==> config.mk <==
export PLATFORM = sky130hd
export DESIGN_NAME = rxcfg_latch_file
export DESIGN_NICKNAME = d
export VERILOG_FILES = /design/src/rtl/rxcfg_pkg.sv /design/src/rtl/rxcfg_addr_decode.sv /design/src/rtl/rxcfg_bank.sv /design/src/rtl/rxcfg_chan_ctrl.sv /design/src/rtl/rxcfg_latch_file.sv
export SDC_FILE = /design/constraint.sdc
export NUM_CORES = 1
export LEC_CHECK = 0
export BUFFER_PORTS_ARGS = -buffer_cell sky130_fd_sc_hd__buf_2
export CAP_MARGIN = 20
export CELL_PAD_IN_SITES_DETAIL_PLACEMENT = 1
export CELL_PAD_IN_SITES_GLOBAL_PLACEMENT = 2
export CORE_ASPECT_RATIO = 1.1
export CORE_MARGIN = 2
export CORE_UTILIZATION = 27
export DETAILED_ROUTE_END_ITERATION = 10
export GPL_TIMING_DRIVEN = 0
export MAX_ROUTING_LAYER = met4
export PLACE_DENSITY_LB_ADDON = 0.05
export SLEW_MARGIN = 20
export SYNTH_ARGS = -nofsm -noshare
export SYNTH_HDL_FRONTEND = slang
export SYNTH_HIERARCHICAL = 1
export SYNTH_SLANG_ARGS = --single-unit
==> constraint.sdc <==
create_clock -name clk -period 1.2 [get_ports clk]
set_input_delay 0.24 -clock clk [delete_from_list [all_inputs] [get_ports clk]]
set_output_delay 0.24 -clock clk [all_outputs]
set_load 0.01 [all_outputs]
==> src/rtl/rxcfg_pkg.sv <==
// Shared constants and types for the receiver configuration latch file.
// Assumes two channels, three banks per channel, and a channel stride of five addresses.
package rxcfg_pkg;
    localparam int DATA_W       = 7;
    localparam int ADDR_W       = 3;
    localparam int NUM_CH       = 2;
    localparam int BANKS_PER_CH = 3;
    localparam int CH_STRIDE    = 5;
    localparam int NUM_BANKS    = NUM_CH * BANKS_PER_CH;

    // Bank roles inside one channel
    localparam int BK_STAT0 = 0;
    localparam int BK_STAT1 = 1;
    localparam int BK_DYN   = 2;

    // Stored-bit masks and reset presets per bank role
    localparam logic [DATA_W-1:0] KEEP_STAT0   = 7'b001_1111;
    localparam logic [DATA_W-1:0] KEEP_STAT1   = 7'b000_1111;
    localparam logic [DATA_W-1:0] KEEP_DYN     = 7'b000_0111;
    localparam logic [DATA_W-1:0] PRESET_STAT0 = 7'h10;
    localparam logic [DATA_W-1:0] PRESET_STAT1 = 7'h04;
    localparam logic [DATA_W-1:0] PRESET_DYN   = 7'h00;

    // Decoded per-channel control fields
    typedef struct packed {
        logic       pll_en;
        logic [1:0] rate_sel;
        logic       framer_en;
        logic       decoder_en;
        logic       rclk_out1_en;
        logic       rclk_out2_en;
        logic [1:0] out_swing;
        logic       bist_en;
        logic       rx_en;
        logic       lock_ref_sel;
        logic       logic_pd;
        logic       reclk_active;
        logic       deser_en;
    } chan_ctl_t;

    function automatic logic [DATA_W-1:0] keep_of(input int role);
        case (role)
            BK_STAT0: keep_of = KEEP_STAT0;
            BK_STAT1: keep_of = KEEP_STAT1;
            default:  keep_of = KEEP_DYN;
        endcase
    endfunction

    function automatic logic [DATA_W-1:0] preset_of(input int role);
        case (role)
            BK_STAT0: preset_of = PRESET_STAT0;
            BK_STAT1: preset_of = PRESET_STAT1;
            default:  preset_of = PRESET_DYN;
        endcase
    endfunction
endpackage

==> src/rtl/rxcfg_addr_decode.sv <==
// Address decoder: turns the address and write strobe into one write-select per bank.
// Assumes bank b of channel c lives at address c*CH_STRIDE+b. Addresses outside the map select nothing.
module rxcfg_addr_decode
    import rxcfg_pkg::*;
#(
    parameter int AW      = ADDR_W,
    parameter int NCH     = NUM_CH,
    parameter int NBK     = BANKS_PER_CH,
    parameter int STRIDE  = CH_STRIDE,
    localparam int NSEL   = NCH * NBK
) (
    input  logic          clk,
    input  logic          rst_n,
    input  logic          wr_n,
    input  logic [AW-1:0] addr,
    output logic [NSEL-1:0] wr_sel
);
    for (genvar c = 0; c < NCH; c++) begin : g_ch
        for (genvar b = 0; b < NBK; b++) begin : g_bk
            localparam int BANK_ADDR = c * STRIDE + b;
            // Purpose: raise the select of this bank when it is addressed during a write
            always_comb wr_sel[c*NBK+b] = !wr_n && (addr == AW'(BANK_ADDR));
        end
    end


    sel_onehot_chk: assert property (@(posedge clk) disable iff (!rst_n)
        $onehot0(wr_sel));


    test_addr_nosel_chk: assert property (@(posedge clk) disable iff (!rst_n)
        (addr == AW'(3) || addr == AW'(4)) |-> (wr_sel == '0));
endmodule

==> src/rtl/rxcfg_bank.sv <==
// One write-only configuration bank with a synchronous preset.
// Assumes only the bits set in KEEP carry a function. The other bits are not stored and read as 0.
module rxcfg_bank #(
    parameter int          W      = 7,
    parameter logic [W-1:0] KEEP   = '1,
    parameter logic [W-1:0] PRESET = '0
) (
    input  logic         clk,
    input  logic         rst_n,
    input  logic         we,
    input  logic [W-1:0] d,
    output logic [W-1:0] q
);
    logic unused_dbits;
    assign unused_dbits = ^(d & ~KEEP);

    for (genvar i = 0; i < W; i++) begin : g_bit
        if (KEEP[i]) begin : g_store
            // Purpose: hold one functional bit, preset on reset, load on write
            always_ff @(posedge clk) begin
                if (!rst_n)  q[i] <= PRESET[i];
                else if (we) q[i] <= d[i];
            end
        end else begin : g_void
            assign q[i] = 1'b0;
        end
    end


    bank_load_chk: assert property (@(posedge clk) disable iff (!rst_n)
        we |=> (q == ($past(d) & KEEP)));


    bank_hold_chk: assert property (@(posedge clk) disable iff (!rst_n)
        !we |=> $stable(q));
endmodule

==> src/rtl/rxcfg_chan_ctrl.sv <==
// Channel control decode: splits a channel's three banks into named fields and derives power controls.
// Assumes the bank words are already masked, so unused bits are 0.
module rxcfg_chan_ctrl
    import rxcfg_pkg::*;
#(
    parameter int W = DATA_W
) (
    input  logic [W-1:0] stat0,
    input  logic [W-1:0] stat1,
    input  logic [W-1:0] dyn,
    output chan_ctl_t    ctl
);
    logic unused_spare;
    assign unused_spare = ^{stat0[W-1:5], stat1[W-1:4], dyn[W-1:3]};

    // Purpose: map the stored bits to fields and form the derived enables
    always_comb begin
        ctl              = '0;
        ctl.pll_en       = stat0[0];
        ctl.rate_sel     = stat0[2:1];
        ctl.framer_en    = stat0[3];
        ctl.decoder_en   = stat0[4];
        ctl.rclk_out1_en = stat1[0];
        ctl.rclk_out2_en = stat1[1];
        ctl.out_swing    = stat1[3:2];
        ctl.bist_en      = dyn[0];
        ctl.rx_en        = dyn[1];
        ctl.lock_ref_sel = dyn[2];
        ctl.logic_pd     = !(stat1[0] || stat1[1]);
        ctl.reclk_active = stat0[0] && (stat1[0] || stat1[1]);
        ctl.deser_en     = stat0[0] && dyn[1];
    end
endmodule

==> src/rtl/rxcfg_latch_file.sv <==
// Top of the configuration latch file: decoder, per-channel banks and channel decode.
// Assumes a synchronous active-low reset and writes sampled on the rising clock edge.
module rxcfg_latch_file
    import rxcfg_pkg::*;
(
    input  logic              clk,
    input  logic              rst_n,
    input  logic              cfg_wr_n,
    input  logic [ADDR_W-1:0] cfg_addr,
    input  logic [DATA_W-1:0] cfg_data,
    output logic [NUM_CH-1:0]   rx_pll_en,
    output logic [2*NUM_CH-1:0] rate_sel,
    output logic [NUM_CH-1:0]   framer_en,
    output logic [NUM_CH-1:0]   decoder_en,
    output logic [NUM_CH-1:0]   rclk_out1_en,
    output logic [NUM_CH-1:0]   rclk_out2_en,
    output logic [2*NUM_CH-1:0] out_swing,
    output logic [NUM_CH-1:0]   bist_en,
    output logic [NUM_CH-1:0]   rx_en,
    output logic [NUM_CH-1:0]   lock_ref_sel,
    output logic [NUM_CH-1:0]   chan_logic_pd,
    output logic [NUM_CH-1:0]   reclk_active,
    output logic [NUM_CH-1:0]   deser_en
);
    logic [NUM_BANKS-1:0]  wr_sel;
    logic [DATA_W-1:0]     bank_q [NUM_BANKS];
    chan_ctl_t             ctl    [NUM_CH];

    rxcfg_addr_decode #(
        .AW(ADDR_W), .NCH(NUM_CH), .NBK(BANKS_PER_CH), .STRIDE(CH_STRIDE)
    ) u_dec (
        .clk(clk), .rst_n(rst_n), .wr_n(cfg_wr_n), .addr(cfg_addr), .wr_sel(wr_sel)
    );

    for (genvar c = 0; c < NUM_CH; c++) begin : g_ch
        for (genvar b = 0; b < BANKS_PER_CH; b++) begin : g_bk
            rxcfg_bank #(
                .W(DATA_W), .KEEP(keep_of(b)), .PRESET(preset_of(b))
            ) u_bank (
                .clk(clk), .rst_n(rst_n), .we(wr_sel[c*BANKS_PER_CH+b]),
                .d(cfg_data), .q(bank_q[c*BANKS_PER_CH+b])
            );
        end

        rxcfg_chan_ctrl #(.W(DATA_W)) u_ctl (
            .stat0(bank_q[c*BANKS_PER_CH+BK_STAT0]),
            .stat1(bank_q[c*BANKS_PER_CH+BK_STAT1]),
            .dyn  (bank_q[c*BANKS_PER_CH+BK_DYN]),
            .ctl  (ctl[c])
        );

        // Purpose: spread the channel fields onto the flat output ports
        always_comb begin
            rx_pll_en[c]          = ctl[c].pll_en;
            rate_sel[2*c +: 2]    = ctl[c].rate_sel;
            framer_en[c]          = ctl[c].framer_en;
            decoder_en[c]         = ctl[c].decoder_en;
            rclk_out1_en[c]       = ctl[c].rclk_out1_en;
            rclk_out2_en[c]       = ctl[c].rclk_out2_en;
            out_swing[2*c +: 2]   = ctl[c].out_swing;
            bist_en[c]            = ctl[c].bist_en;
            rx_en[c]              = ctl[c].rx_en;
            lock_ref_sel[c]       = ctl[c].lock_ref_sel;
            chan_logic_pd[c]      = ctl[c].logic_pd;
            reclk_active[c]       = ctl[c].reclk_active;
            deser_en[c]           = ctl[c].deser_en;
        end


        pd_needs_write_chk: assert property (@(posedge clk) disable iff (!rst_n)
            ($rose(chan_logic_pd[c]) && $past(rst_n)) |-> $past(!cfg_wr_n));
    end


    bist_off_after_reset_chk: assert property (@(posedge clk) disable iff (!rst_n)
        !$past(rst_n) |-> (bist_en == '0));


    preset_after_reset_chk: assert property (@(posedge clk) disable iff (!rst_n)
        !$past(rst_n) |-> (rx_pll_en == '0 && decoder_en == '1 && rx_en == '0
                           && chan_logic_pd == '1));


    test_write_quiet_chk: assert property (@(posedge clk) disable iff (!rst_n)
        (!cfg_wr_n && (cfg_addr == 3'd3 || cfg_addr == 3'd4))
            |=> $stable({rx_pll_en, rate_sel, framer_en, decoder_en, rclk_out1_en,
                         rclk_out2_en, out_swing, bist_en, rx_en, lock_ref_sel}));
endmodule

# After elaboration in Yosys (flattened, before gate mapping)
# Cells that the tools add are included.
[totals]
word_cells = 45
reg_bits = 24
out_inout_bits = 30
input_bits = 13
[op_classes]
reduce_logical = 16
eq_ne = 5
[ops]
columns = ["op", "count"]
rows = [
  ["$logic_and A1 B1 Y1", 10],
  ["$eq A3 B3 Y1 const B", 3],
  ["$eq A3 B1 Y1 const B", 1],
  ["$eq A3 B2 Y1 const B", 1],
  ["$logic_not A1 Y1", 3],
  ["$logic_not A3 Y1", 1],
  ["$logic_or A1 B1 Y1", 2],
]

# Logic depth before layout (Yosys ltp)
[logic_depth]
ltp_word = 2
ltp_mapped = 4
depth_no_buf = 3

# Hierarchy
# Netlist, hierarchy kept.
[modules_own_cells]
columns = ["module", "seq_area_each_um2", "area_each_um2", "instances", "cells_per_inst"]
rows = [
  ["rxcfg_bank (g_ch[0].g_bk[0].u_bank ...)", 100.1, 209.0, 2, 19],
  ["rxcfg_bank (g_ch[0].g_bk[1].u_bank ...)", 80.1, 173.9, 2, 17],
  ["rxcfg_bank (g_ch[0].g_bk[2].u_bank ...)", 60.1, 142.6, 2, 14],
  ["rxcfg_chan_ctrl", 0.0, 107.6, 2, 15],
  ["rxcfg_addr_decode", 0.0, 60.1, 1, 6],
]

# Least setup slack after synthesis
# No wires, ideal clock.
[synth_timing]
path_type = "in2reg"
startpoint = "input port cfg_wr_n"
endpoint = "register g_ch[0].g_bk[2].u_bank.q[0]"
arrival_time_ps = 1152
setup_time_ps = 116
path_slack_ps = -68
stages = 3
required_ps = 1084
path_buffers = 0
path_cell_list = "nor4b_1 > mux2i_1 > nor2b_1"
[synth_between]
elab_chain_len = 2
[synth_rtl]
columns = ["element", "line", "text"]
rows = [
  ["start, declared", "rxcfg_latch_file.sv:8", "input logic cfg_wr_n,"],
  ["$logic_not A1 Y1", "rxcfg_addr_decode.sv:22", "always_comb wr_sel[c*NBK+b] = !wr_n && (addr == AW'(BANK_ADDR));"],
  ["$logic_and A1 B1 Y1", "rxcfg_addr_decode.sv:22", ""],
  ["end signal, assigned by index", "rxcfg_bank.sv:21", "if (!rst_n) q[i] <= PRESET[i];"],
  ["end signal, assigned by index", "rxcfg_bank.sv:22", "else if (we) q[i] <= d[i];"],
  ["end, declared", "rxcfg_bank.sv:12", "output logic [W-1:0] q"],
]
# Every way passes these cells.
# A chain may end at the register's enable or synchronous reset.

# Worst setup path in the final report
[layout_timing]
startpoint = "register g_ch[0].g_bk[1].u_bank.q[1]"
endpoint = "output port reclk_active[0]"
[layout_between]
elab_chain_len = 2
[layout_rtl]
columns = ["element", "line", "text"]
rows = [
  ["start, declared", "rxcfg_bank.sv:12", ""],
  ["start signal, assigned by index", "rxcfg_bank.sv:21", ""],
  ["start signal, assigned by index", "rxcfg_bank.sv:22", ""],
  ["$logic_or A1 B1 Y1", "rxcfg_chan_ctrl.sv:30", "ctl.reclk_active = stat0[0] && (stat1[0] || stat1[1]);"],
  ["$logic_and A1 B1 Y1", "rxcfg_chan_ctrl.sv:30", ""],
  ["end, declared", "rxcfg_latch_file.sv:22", "output logic [NUM_CH-1:0] reclk_active,"],
]
# Every way passes these cells.

==> results.md <==
- CTS tree: done
- Biggest register: g_ch.g_bk.u_bank/q
- Placer Congestion: 0.642
- Drc violations: 0
- Mapped Cells: 112
- RR Endpoint: g_ch[0].g_bk[1].u_bank/q[0]
- R2R Path Start: g_ch[0].g_bk[1].u_bank/q[0]
- Max reg flops: 24
- Worst Reg-to-Reg Cells: 2
- Die W: around 67 um
- Worst EP arrival: slightly above 0.9 ns
- Rel. slew slack: 65.1%
- Hold Path Sink: g_ch[0].g_bk[0].u_bank/q[4]
- Startpoint types: register
- Critical path required time: between 0.9 and 1 ns
- Cell leakage power: 0.652 nW
- Pre-CTS worst setup slack: -0.153 ns
- Antenna Cells: 0
- Routed vias: 859
- Synthesized area: ~0.0012 mm^2
- Vias in the first global route: about 800
- Syn nets: about 130
- Share of layout cells above drive strength 1: 51.6%
- Biggest regs: g_ch.g_bk.u_bank/q: 24 flops
- Status: finished clean
- First-pass GRT wire length: slightly above 4 mm
- Crit-path slowest cell: dfxtp_2
- Clk_lat worst skew: 0.26 ns
- Final Core Density: 35.3%
- Full die area: between 0.004 and 0.005 mm^2
- Hold Crit Depth: 3
- Tcrit/Tclk final: roughly 96%
- Setup CP Type: register to output pin
- Final setup fails: 0
- Initial Utilization: 27.7%
- Yosys warnings: 6
- Port-buffer cells: 40
- Hold Violations, Final: 0
- Layout Nets: between 150 and 200
- Clk sinks: 24
- Slew Viols, Final: 0
- Min Tclk post-route: approximately 1.2 ns
- Worst clock skew: 0 ns
- Largest fanout on the critical path: 4
- Mean Syn Cell Area: ~10 um^2
- Initial antenna violation count: 0
- Clock Tree Root: clkbuf_8
- Drt first pass iters: 3
- Worst-Margin Slew: 0.522 ns
- RSZ-0062 raised after global routing: no
- DR vias/cell: around 4.1
- Clock Tree Buf Depth: 2
- CP Capture Type: output pin
- Hold crit path type: input port to register
- Die height: 73 um
- Placed Cells: 206
- Largest net degree at the start of global routing: 25
- H-tree depth: 1
- Area growth from synthesis to layout: 27.5%
- Num CTS Buffers: 3
- Hold path start: cfg_data[4]
- Rows: 25
- Worst vdd ir: 0.286 mV
- Global Route Usage Sum: 11.6%
- Post-route ant nets: 0
- DR WL/cell: 12.1 um
- Slowest stage delay, CP: 0.34 ns
- Worst-path clk slew: 0.08 ns
- Max-Cap Viols: 0
- Power Dens Cells: 982 mW/mm^2
- F_max: 866 MHz
- Grt total ovfl: 0
- Total Wirelength: roughly 2.5 mm
- Crit-path cells: o21a_1 > buf_2
- Final WS setup: between 0.04 and 0.05 ns
- Post-route insts no fill: 209
- Post-cts sizing count: 0
- Core footprint: 0.00422 mm^2
- Hpwl dp: about 1.9 mm
- Hold-fix buffers, CTS: 0
- Iteration-0 DRC Markers: 32
- Flop2flop setup slack: 0.56 ns
- Post-CTS setup buffers: 0
- Setup TNS Final: 0 ns
- IO Pins: 43
==> how the worst max path moves through the flow <==
stage | startpoint | to | slack [ns] | cells past startpoint
after detailed placement | cfg_wr_n | g_ch[0].g_bk[2].u_bank/q[2] | -0.15 | 4
after global routing | g_ch[1].g_bk[1].u_bank/q[0] | reclk_active[1] | 0.0005 | 2
after floorplan | cfg_wr_n | g_ch[0].g_bk[1].u_bank/q[2] | 0.14 | 4
after CTS | g_ch[0].g_bk[0].u_bank/q[0] | deser_en[0] | 0.01 | 2
after global placement | cfg_wr_n | g_ch[0].g_bk[2].u_bank/q[1] | -0.13 | 4
final | g_ch[0].g_bk[1].u_bank/q[1] | reclk_active[0] | 0.05 | 2
==> through the flow <==
stage	hold WS, ns	power (mW)	instance area [um^2]
floorplan	0.302	0.935	1170
global placement	0.456	1.01	1440
detailed placement	0.468	1.01	1440
CTS	0.202	1.50	1480
global route	0.200	1.56	1490
finish	0.210	1.46	1490
==> worst max-delay path, delay by kind of cell (launching register included) <==
kind	cells	cell delay (ns)
AO/OA/AOI/OAI	1	0.18
buffers and inverters	1	0.14
flip-flops	1	0.34
==> layout make-up <==
cell class	instances	area [um^2]
timing repair buffer	40	200
clock buffer	3	41.3
tap	54	67.6
multi-input combinational	60	482
buffer	28	213
sequential	24	487
fill	506	2730
==> routing by layer <==
layer  GRT usage (%)  vias to the layer above  routed length, um
met1            13.9                      397               1120
met4            4.76                        0                 19
met3            2.16                        2                149
met5               -                        -                  0
met2            19.0                       25               1240
li1                -                      435                  -
==> cell usage in the layout, fill, tap and decap left out <==
cell type	count
buf_4	24
buf_6	2
nor2b_1	20
and4bb_2	2
nor4b_1	1
and2_1	2
nand2_1	4
clkbuf_8	3
o21a_1	2
dfxtp_2	5
nor4b_2	1
nor4_1	1
mux2i_1	24
dfxtp_1	19
clkbuf_2	2
and4b_2	1
nor2_1	2
buf_2	40
==> report_power, final <==
part / leakage, nW / switching (mW) / internal (mW)
registers: 0.197 / 0.0109 / 0.814
clock network: 0.0216 / 0.251 / 0.224
logic: 0.434 / 0.0767 / 0.0863
total: 0.652 / 0.338 / 1.12
Note: power is estimated with default switching activity, not from simulation.
